<file path="config.mk">
export PLATFORM = sky130hd
export DESIGN_NAME = harmonic_bin_extractor
export DESIGN_NICKNAME = d
export VERILOG_FILES = /design/src/rtl/hpe_pkg.sv /design/src/rtl/hpe_trig.sv /design/src/rtl/hpe_mac.sv /design/src/rtl/harmonic_bin_extractor.sv
export SDC_FILE = /design/constraint.sdc
export NUM_CORES = 2
export LEC_CHECK = 0
export BUFFER_PORTS_ARGS = -buffer_cell sky130_fd_sc_hd__buf_2
export CAP_MARGIN = 20
export CORE_MARGIN = 5
export CORE_UTILIZATION = 58
export DETAILED_ROUTE_END_ITERATION = 10
export PLACE_DENSITY = 0.79
export SLEW_MARGIN = 0
export SYNTH_ARGS = -nofsm -noshare
export SYNTH_HDL_FRONTEND = slang
export SYNTH_SLANG_ARGS = --single-unit
</file>
<file path="constraint.sdc">
create_clock -name clk -period 20.5 [get_ports clk]
set_input_delay 2.05 -clock clk [delete_from_list [all_inputs] [get_ports clk]]
set_output_delay 2.05 -clock clk [all_outputs]
set_load 0.01 [all_outputs]
</file>
<file path="src/rtl/hpe_pkg.sv">
package hpe_pkg;
  localparam int TRIG_W  = 16;   // sine/cosine sample width, Q15
  localparam int ORD_W   = 6;    // harmonic order field width
  localparam int ANG_W   = 32;   // phase word width
  localparam int IDX_W   = 8;    // angle bits used for the lookup
  localparam int QTR     = 64;   // quarter-wave table steps

  typedef enum logic [1:0] {ST_IDLE, ST_MAC, ST_OUT} hpe_state_e;

  // Rational sine approximation over one quarter wave, scaled to 32767.
  function automatic logic signed [TRIG_W-1:0] quarter_sine(input int idx);
    longint span, num, den;
    span = longint'(idx) * longint'(2 * QTR - idx);
    num  = 64'sd32767 * 64'sd16 * span;
    den  = 64'sd5 * (2 * QTR) * (2 * QTR) - 64'sd4 * span;
    return TRIG_W'(num / den);
  endfunction
endpackage

</file>
<file path="src/rtl/hpe_trig.sv">
module hpe_trig
  import hpe_pkg::*;
(
  input  logic [IDX_W-1:0]         idx,
  output logic signed [TRIG_W-1:0] sin_o,
  output logic signed [TRIG_W-1:0] cos_o
);
  logic signed [TRIG_W-1:0] tbl [0:QTR];

  for (genvar g = 0; g <= QTR; g++) begin : g_tbl
    assign tbl[g] = quarter_sine(g);
  end

  function automatic logic signed [TRIG_W-1:0] lookup(input logic [IDX_W-1:0] a);
    logic [6:0] j;
    logic signed [TRIG_W-1:0] mag;
    j   = a[6] ? (7'd64 - {1'b0, a[5:0]}) : {1'b0, a[5:0]};
    mag = tbl[j];
    return a[7] ? -mag : mag;
  endfunction

  always_comb begin
    sin_o = lookup(idx);
    cos_o = lookup(idx + 8'd64);
  end
endmodule

</file>
<file path="src/rtl/hpe_mac.sv">
module hpe_mac
  import hpe_pkg::*;
#(
  parameter int DATA_W = 16,
  parameter int SHIFT  = 10,
  localparam int ACC_W = DATA_W + 2
) (
  input  logic signed [DATA_W-1:0] x,
  input  logic signed [TRIG_W-1:0] ref_i,
  input  logic                     negate,
  input  logic signed [ACC_W-1:0]  acc_i,
  output logic signed [ACC_W-1:0]  acc_o
);
  localparam int W = DATA_W + TRIG_W + 1;
  localparam logic signed [ACC_W-1:0] LIM = ACC_W'(2 ** DATA_W);

  logic signed [TRIG_W:0] t_eff;
  logic signed [W-1:0]    prod, scaled, diff, stepv;

  always_comb begin
    t_eff = ref_i;
    if (negate) t_eff = -t_eff;
    prod   = x * t_eff;
    scaled = prod >>> (TRIG_W - 1);
    diff   = scaled - W'(acc_i);
    stepv  = diff >>> SHIFT;
    acc_o  = ACC_W'(W'(acc_i) + stepv);
  end

  // leaky update never leaves the accumulator range
  always_comb begin
    if (acc_i >= -LIM && acc_i <= LIM)
      AST_NO_OVERFLOW: assert (acc_o >= -LIM && acc_o <= LIM);
  end
endmodule

</file>
<file path="src/rtl/harmonic_bin_extractor.sv">
module harmonic_bin_extractor
  import hpe_pkg::*;
#(
  parameter int DATA_W = 16,
  parameter int N_HARM = 3,
  parameter int SHIFT  = 10,
  parameter int HOLD   = 4096
) (
  input  logic                                  clk,
  input  logic                                  rst_n,
  input  logic                                  s_valid,
  output logic                                  s_ready,
  input  logic signed [DATA_W-1:0]              s_volt_a,
  input  logic signed [DATA_W-1:0]              s_volt_b,
  input  logic signed [DATA_W-1:0]              s_volt_c,
  input  logic signed [DATA_W-1:0]              s_curr_a,
  input  logic signed [DATA_W-1:0]              s_curr_b,
  input  logic signed [DATA_W-1:0]              s_curr_c,
  input  logic [ANG_W-1:0]                      s_theta,
  input  logic [1:0]                            cfg_phase,
  input  logic [N_HARM*ORD_W-1:0]               cfg_orders,
  output logic                                  m_valid,
  input  logic                                  m_ready,
  output logic [$clog2(N_HARM+1)-1:0]           m_slot,
  output logic [ORD_W-1:0]                      m_order,
  output logic signed [DATA_W+1:0]              m_v_re,
  output logic signed [DATA_W+1:0]              m_v_im,
  output logic signed [DATA_W+1:0]              m_i_re,
  output logic signed [DATA_W+1:0]              m_i_im
);
  localparam int NSLOT  = N_HARM + 1;
  localparam int SLOT_W = $clog2(NSLOT);
  localparam int ACC_W  = DATA_W + 2;
  localparam int HOLD_W = $clog2(HOLD + 1);

  hpe_state_e               state_q;
  logic [SLOT_W-1:0]        slot_q;
  logic [1:0]               step_q;
  logic signed [DATA_W-1:0] v_q, i_q;
  logic [ANG_W-1:0]         th_q;
  logic [1:0]               phase_q;
  logic                     first_q;
  logic [ORD_W-1:0]         ord_q [NSLOT];
  logic [HOLD_W-1:0]        rem_q [NSLOT];
  logic [NSLOT-1:0]         sup_q;
  logic signed [ACC_W-1:0]  acc_q [NSLOT][4];

  // ---- configuration snapshot and clear decisions ----
  logic [1:0]               phase_eff;
  logic [ORD_W-1:0]         new_ord [NSLOT];
  logic [NSLOT-1:0]         clr;
  logic signed [DATA_W-1:0] sel_v, sel_i;

  assign phase_eff  = (cfg_phase == 2'd3) ? 2'd0 : cfg_phase;
  assign new_ord[0] = ORD_W'(1);
  for (genvar h = 1; h < NSLOT; h++) begin : g_ord
    assign new_ord[h] = cfg_orders[(h-1)*ORD_W +: ORD_W];
  end
  for (genvar s = 0; s < NSLOT; s++) begin : g_clr
    assign clr[s] = first_q || (phase_eff != phase_q) || (new_ord[s] != ord_q[s]);
  end

  always_comb begin
    case (phase_eff)
      2'd1:    begin sel_v = s_volt_b; sel_i = s_curr_b; end
      2'd2:    begin sel_v = s_volt_c; sel_i = s_curr_c; end
      default: begin sel_v = s_volt_a; sel_i = s_curr_a; end
    endcase
  end

  // ---- shared reference and multiplier ----
  logic [ORD_W-1:0]         cur_ord;
  logic [IDX_W-1:0]         ang_idx;
  logic signed [TRIG_W-1:0] sin_w, cos_w;
  logic signed [ACC_W-1:0]  mac_out;
  logic                     slot_last;

  assign cur_ord   = ord_q[slot_q];
  assign ang_idx   = IDX_W'((th_q * ANG_W'(cur_ord)) >> (ANG_W - IDX_W));
  assign slot_last = (slot_q == SLOT_W'(NSLOT - 1));

  hpe_trig u_trig (
    .idx   (ang_idx),
    .sin_o (sin_w),
    .cos_o (cos_w)
  );

  hpe_mac #(.DATA_W(DATA_W), .SHIFT(SHIFT)) u_mac (
    .x      (step_q[1] ? i_q : v_q),
    .ref_i  (step_q[0] ? sin_w : cos_w),
    .negate (step_q[0]),
    .acc_i  (acc_q[slot_q][step_q]),
    .acc_o  (mac_out)
  );

  // ---- sequencer ----
  always_ff @(posedge clk) begin
    if (!rst_n) begin
      state_q <= ST_IDLE;
      slot_q  <= '0;
      step_q  <= '0;
      v_q     <= '0;
      i_q     <= '0;
      th_q    <= '0;
      phase_q <= '0;
      first_q <= 1'b1;
      sup_q   <= '0;
      for (int s = 0; s < NSLOT; s++) begin
        ord_q[s] <= '0;
        rem_q[s] <= '0;
        for (int k = 0; k < 4; k++) acc_q[s][k] <= '0;
      end
    end else begin
      case (state_q)
        ST_IDLE: if (s_valid) begin
          v_q     <= sel_v;
          i_q     <= sel_i;
          th_q    <= s_theta;
          phase_q <= phase_eff;
          first_q <= 1'b0;
          slot_q  <= '0;
          step_q  <= '0;
          state_q <= ST_MAC;
          for (int s = 0; s < NSLOT; s++) begin
            ord_q[s] <= new_ord[s];
            if (clr[s]) begin
              for (int k = 0; k < 4; k++) acc_q[s][k] <= '0;
              rem_q[s] <= HOLD_W'(HOLD - 1);
              sup_q[s] <= 1'b1;
            end else if (rem_q[s] != '0) begin
              rem_q[s] <= rem_q[s] - HOLD_W'(1);
              sup_q[s] <= 1'b1;
            end else begin
              sup_q[s] <= 1'b0;
            end
          end
        end
        ST_MAC: begin
          if (cur_ord == '0) begin
            if (slot_last) state_q <= ST_IDLE;
            else           slot_q  <= slot_q + SLOT_W'(1);
          end else begin
            acc_q[slot_q][step_q] <= mac_out;
            step_q <= step_q + 2'd1;
            if (step_q == 2'd3) begin
              if (!sup_q[slot_q])  state_q <= ST_OUT;
              else if (slot_last)  state_q <= ST_IDLE;
              else                 slot_q  <= slot_q + SLOT_W'(1);
            end
          end
        end
        ST_OUT: if (m_ready) begin
          if (slot_last) state_q <= ST_IDLE;
          else begin
            slot_q  <= slot_q + SLOT_W'(1);
            state_q <= ST_MAC;
          end
        end
        default: state_q <= ST_IDLE;
      endcase
    end
  end

  assign s_ready = (state_q == ST_IDLE);
  assign m_valid = (state_q == ST_OUT);
  assign m_slot  = slot_q;
  assign m_order = cur_ord;
  assign m_v_re  = acc_q[slot_q][0];
  assign m_v_im  = acc_q[slot_q][1];
  assign m_i_re  = acc_q[slot_q][2];
  assign m_i_im  = acc_q[slot_q][3];

  // ---- properties ----
  AST_ONE_IN_FLIGHT: assert property (@(posedge clk) disable iff (!rst_n)
    s_valid && s_ready |=> !s_ready);
  AST_BUSY_NO_TAKE: assert property (@(posedge clk) disable iff (!rst_n)
    m_valid |-> !s_ready);
  AST_HOLD_PAYLOAD: assert property (@(posedge clk) disable iff (!rst_n)
    m_valid && !m_ready |=> m_valid && $stable(m_slot) && $stable(m_order) &&
      $stable(m_v_re) && $stable(m_v_im) && $stable(m_i_re) && $stable(m_i_im));
  AST_FUND_ORDER: assert property (@(posedge clk) disable iff (!rst_n)
    m_valid && m_slot == '0 |-> m_order == ORD_W'(1));
  AST_DISABLED_SILENT: assert property (@(posedge clk) disable iff (!rst_n)
    m_valid |-> m_order != '0);
  AST_CLEARED_SILENT: assert property (@(posedge clk) disable iff (!rst_n)
    m_valid |-> rem_q[m_slot] != HOLD_W'(HOLD - 1) || HOLD == 1 && !sup_q[m_slot]);
endmodule

</file>
Yosys cells after proc, flatten, opt, wreduce, memory -nomap -nowiden:

Memories as Yosys holds them, arrays and structs flattened. A register that Yosys moved wholly into a read port is not among the register bits.
Cells that the tools add are included.

* memories: 5
* bits in read-only memories: 4096
* RAM bits: 364
* flip-flop bits (word level): 77

Memories
* (name not given): depth 128, bits a word 16, read ports 1, clocked after memory_dff 0, write ports 0, line hpe_trig.sv:18 `mag = tbl[j];`
* (name not given): depth 128, bits a word 16, read ports 1, clocked after memory_dff 0, write ports 0, line hpe_trig.sv:18
* acc_q: depth 4, bits a word 72, read ports 1, clocked after memory_dff 1, write ports 4, line harmonic_bin_extractor.sv:46 `logic signed [ACC_W-1:0] acc_q [NSLOT][4];`
* rem_q: depth 4, bits a word 13, read ports 4, clocked after memory_dff 0, write ports 4, line harmonic_bin_extractor.sv:44 `logic [HOLD_W-1:0] rem_q [NSLOT];`
* ord_q: depth 4, bits a word 6, read ports 5, clocked after memory_dff 1, write ports 4, line harmonic_bin_extractor.sv:43 `logic [ORD_W-1:0] ord_q [NSLOT];`

* multiplexer cells: 130
* multipliers: 2
* order comparisons: 5
* bitwise operators: 31
* eq/ne operators: 17
* reduce and logical (&&, ||, !) cells: 19
* add/subtract/negate cells: 14

Operators with widths (number)
* 18-bit 2-to-1 mux: 19
* 72-bit 2-to-1 mux: 3
* 16-bit 2-to-1 mux: 8
* 13-bit 2-to-1 mux: 8
* 72-bit OR reduction: 1
* 16-bit case mux with 2 select lines: 2
* 1-bit 2-to-1 mux: 58
* 13-bit nonzero test: 4
* 13-bit by 1-bit subtractor with 13-bit output, second input constant: 4
* 2-bit 2-to-1 mux: 19
* 18-bit binary-select mux with 2-bit select: 1
* 18-bit demux with 2-bit select: 1
* 16-bit by 17-bit multiplier with 33-bit output: 1
* 32-bit by 6-bit multiplier with 32-bit output: 1
* 16-bit negation: 2
* 1-bit OR: 28
* 6-bit 2-to-1 mux: 4
* 18-bit by 18-bit subtractor with 19-bit output: 1
* 18-bit by 9-bit adder with 18-bit output: 1
* 6-bit inequality test: 3
* 17-bit 2-to-1 mux: 1
* 16-bit negation with 17-bit output: 1
* 8-bit >= comparator, second input constant: 2
* 7-bit NOT with 8-bit output: 2
* other kinds (27): 43

Logic depth before layout (Yosys ltp):

* depth after elaboration: 17
* depth in mapped cells: 97
* mapped depth without buffers: 90

Hierarchy:

Synthesis repeated with hierarchy kept, for this count alone.

* cells, all modules: 4279
* area total of the unflattened synthesis: 42086.6 um^2

By module, submodules not included
* harmonic_bin_extractor: cells an instance 2216, area an instance 25539.5 um^2, seq. area each 12351.8 um^2, times used 1
* hpe_mac: cells an instance 1331, area an instance 11638.7 um^2, seq. area each 0.0 um^2, times used 1
* hpe_trig: cells an instance 732, area an instance 4908.5 um^2, seq. area each 0.0 um^2, times used 1

Worst setup path before layout:

No wires, ideal clock.

* path kind: register to register
* start point: register with a tool-made name
* end point: memory acc_q[0][35] (netlist name) (data pin)
* arrival time: 19.997 ns
* stages on the path, launching flop included: 84
* library setup time: 0.268 ns
* path slack: 0.235 ns
* cell sequence: dfxtp_1 clkbuf_1 buf_1 a22o_1 clkbuf_1 clkbuf_1 and2_1 fa_1 fa_1 inv_1 fa_1 inv_1 ha_1 and4_1 a31oi_1 a31oi_2 or3_1 o211ai_2 [... 48 more ...] and2_1 buf_4 buf_4 o21ai_1 ha_1 a21oi_1 o21ai_0 a21oi_1 o21ai_0 a21oi_1 o21ai_0 o41ai_1 xnor2_1 clkbuf_1 buf_1 nor3_1 nor3_1 o211ai_1

RTL lines (line)
* end, declared: harmonic_bin_extractor.sv:46

==> out/results.ini <==
[die]
core_area_sq_mm=0.07570
initial_core_util=0.5833
ios=234
fp.dieW_um=285.9
fp-row-count=101
die_area_sq_mm=0.08174
die_h_um=285.9

[yosys]
synth_area_sq_mm=0.04415
synth_flop_cell=edfxtp_1
ys_top_cells_by_area=edfxtp_1 (24%), fa_1 (17%), ha_1 (5.3%), mux4_2 (4.7%), inv_1 (4.3%)
synth.distinct_cells=127
synthCells=4690
async_reset_ff_frac=0
synth_top_area_frac=0.2435
synth_edf_count=358
synth-seq-cells=438
synth_warnings=0
yosysSeqAreaShare=0.2798
syn_area_per_cell_sq_um=9.414
synth_top_cell_by_area=edfxtp_1
synth.net_count=5415

[critical_path]
cp-start-kind=flop
cpMostUsedCell=fa_1
worstSetupPathType=reg -> reg
crit_required_ns=20.85
r2r_end=acc_q[2][71]$_SDFFCE_PN0P_
crit_end=acc_q[2][71]$_SDFFCE_PN0P_
critPathArrivalTime_ns=19.99
reg2reg_depth=89
critPathCaptureType=flop
cp_slowest_stage_delay_ns=0.58
r2r_slack_ns=0.87
crit_slowest_cell=fa_1
path_max_fanout=12

[clock_tree]
clockBufferDepth=3
cts-buffers-inserted=46
clock_sinks=438
htreeDepth=2
hold_buffers=0
cts_tree=built
clk_pin_slew_ns=0.06
root_buffer=clkbuf_16
clk_latency_ns=0.63

[detailed_routing]
wl_met2_mm=64.22
drt-wirelength-per-cell_um=23.56
route.detailed.drc=0
drt_iter0_drc=4799
routed.top_layer=met5
drt.antenna.violating_nets=0
vias=38080
dr_wl_met3_mm=15.49
firstDrtPassIters=6
drt-total-wl_mm=138.8
wl_met1_mm=51.64
viasPerCell=6.464

[layout]
final_common_cell=inv_1
final_nets=5601
final_cell_mix=inv_1 (502), nor2_1 (487), nand2_1 (466)
finalInstanceArea_sq_mm=0.04929
drive_above_1_share=0.1729
n_fill_cell=5888
areaGrowthSynthToFinish_pct=11.63
instances_no_fill=5891

[placed_design]
routabilityCongestion=0.9635
detailedPlacementHpwl_mm=100.6
port_buffers=233
dp.cells=5749
placed_area_sq_mm=0.04655

[timing]
hold_viol=0
fmax_ghz=0.05094
period_needed_ns=19.63
relSlewSlack=0.1690
fin_skew_ns=0.04938
finalSetupViolCount=0
post-route-period-util=0.9577
final_max_slew_viol_count=0
tightest_slew_ns=1.244

[global_route]
grt_pass1_vias=37420
grtUsageTotal=0.3279
grt_antenna_before_repair=5
grt_max_degree=72
grt_first_pass_wirelength_mm=212.1
grt_overflow=0

[worst_hold_path]
hp-class=reg -> reg
min-delay-start=first_q$_SDFFE_PN1P_

[run]
drv_cap=0

[run_status]
status=finished clean

## metrics by stage
| step | utilization | TNS (ns) | hold WS, ns | setup WS [ns] |
|---|---|---|---|---|
| 2_1_floorplan | - | 0 | 0.4232 | 0.2347 |
| 3_5_place_dp | 0.6149 | -1.872 | 0.4529 | -0.1541 |
| 3_3_place_gp | 0.6141 | 0 | 0.4353 | 0.3113 |
| 4_1_cts | 0.6350 | 0 | 0.4670 | 0.01518 |
| 6_report | 0.6511 | 0 | 0.4659 | 0.8681 |
| 5_1_grt | 0.6511 | -1.722 | 0.4915 | -0.1410 |
## synthesized netlist by cell type, types with 13 or more instances
master,n
inv_1,506
nor2_1,490
nand2_1,469
fa_1,385
edfxtp_1,358
clkbuf_1,226
ha_1,188
and2_1,177
o21ai_0,170
nor3_1,160
a21oi_1,154
xnor2_1,107
nand3_1,104
mux4_2,93
dfxtp_1,80
a21boi_0,74
xor2_1,52
mux2i_1,50
o211ai_1,48
nand2b_1,44
a22oi_1,43
or3_1,42
a211oi_1,37
nor4_1,36
a21o_1,33
a31oi_1,33
buf_2,32
buf_1,29
nand4_1,27
mux2_2,25
or2_2,21
and3_1,17
buf_4,15
o221ai_1,15
o21a_1,14
o31ai_1,13
## repair_timing
item	in CTS	in global routing
cloned	0	5
buffers inserted	0	42
pin swaps	0	24
endpoints found under the setup margin	16	144
gates resized for setup	6	115
## sequential cells by signal, indices dropped and copies added, names as in the netlist, 2 cells and up, named ones only
signal   flops
step_q       2
th_q        32
state_q      2
m_slot       2
ord_q       19
i_q         16
acc_q      288
v_q         16
phase_q      2
sup_q        4
rem_q       52
## worst max-delay path, delay by kind of cell (launching register included)
family,cells,cell delay (ns)
AOI/OAI and AO/OA,36,6.83
adders and majority gates,14,5.98
and+or+nand+nor,17,2.69
buffers and inverters,16,2.19
muxes,3,0.68
xor gates and xnor gates,3,0.54
DFF,1,0.40
## worst min-delay path by stage
| stage | end | depth (start not counted) |
|---|---|---|
| 4_1_cts | first_q$_SDFFE_PN1P_ | 2 |
| 3_3_place_gp | first_q$_SDFFE_PN1P_ | 2 |
| 2_1_floorplan | first_q$_SDFFE_PN1P_ | 2 |
| 3_5_place_dp | first_q$_SDFFE_PN1P_ | 2 |
| 6_report | first_q$_SDFFE_PN1P_ | 2 |
| 5_1_grt | th_q[31]$_SDFFE_PN0P_ | 2 |
## logic make-up after synthesis
| family | share of synthesized area |
|---|---|
| buffers and inverters | 0.07351 |
| xor gates and xnor gates | 0.03780 |
| and+or+nand+nor | 0.1806 |
| adders and majority gates | 0.2278 |
| DFF | 0.2798 |
| muxes | 0.06591 |
| AOI/OAI and AO/OA | 0.1346 |
## layout make-up
type / count / area (sq um) / share of cell area
Antenna cell: 2 / 5.005 / 0.0001015
Clock buffer: 60 / 1277 / 0.02592
Clock inverter: 23 / 212.7 / 0.004315
Inverter: 513 / 1943 / 0.03942
Multi-Input combinational cell: 3430 / 29140 / 0.5912
Sequential cell: 438 / 12360 / 0.2508
Tap cell: 978 / 1224 / 0.02483
Timing Repair Buffer: 447 / 3127 / 0.06344
## routing by layer
metal  vias up  global-route usage
met2      2574              0.5267
met3       520             0.06741
met4         2              0.1391
met1     18430              0.4372
li1      16560                   -
met5         -                   0
Power is left out: the tool's default activity adds up to more than one toggle a clock period on the data nets, which glitch-free logic cannot reach.
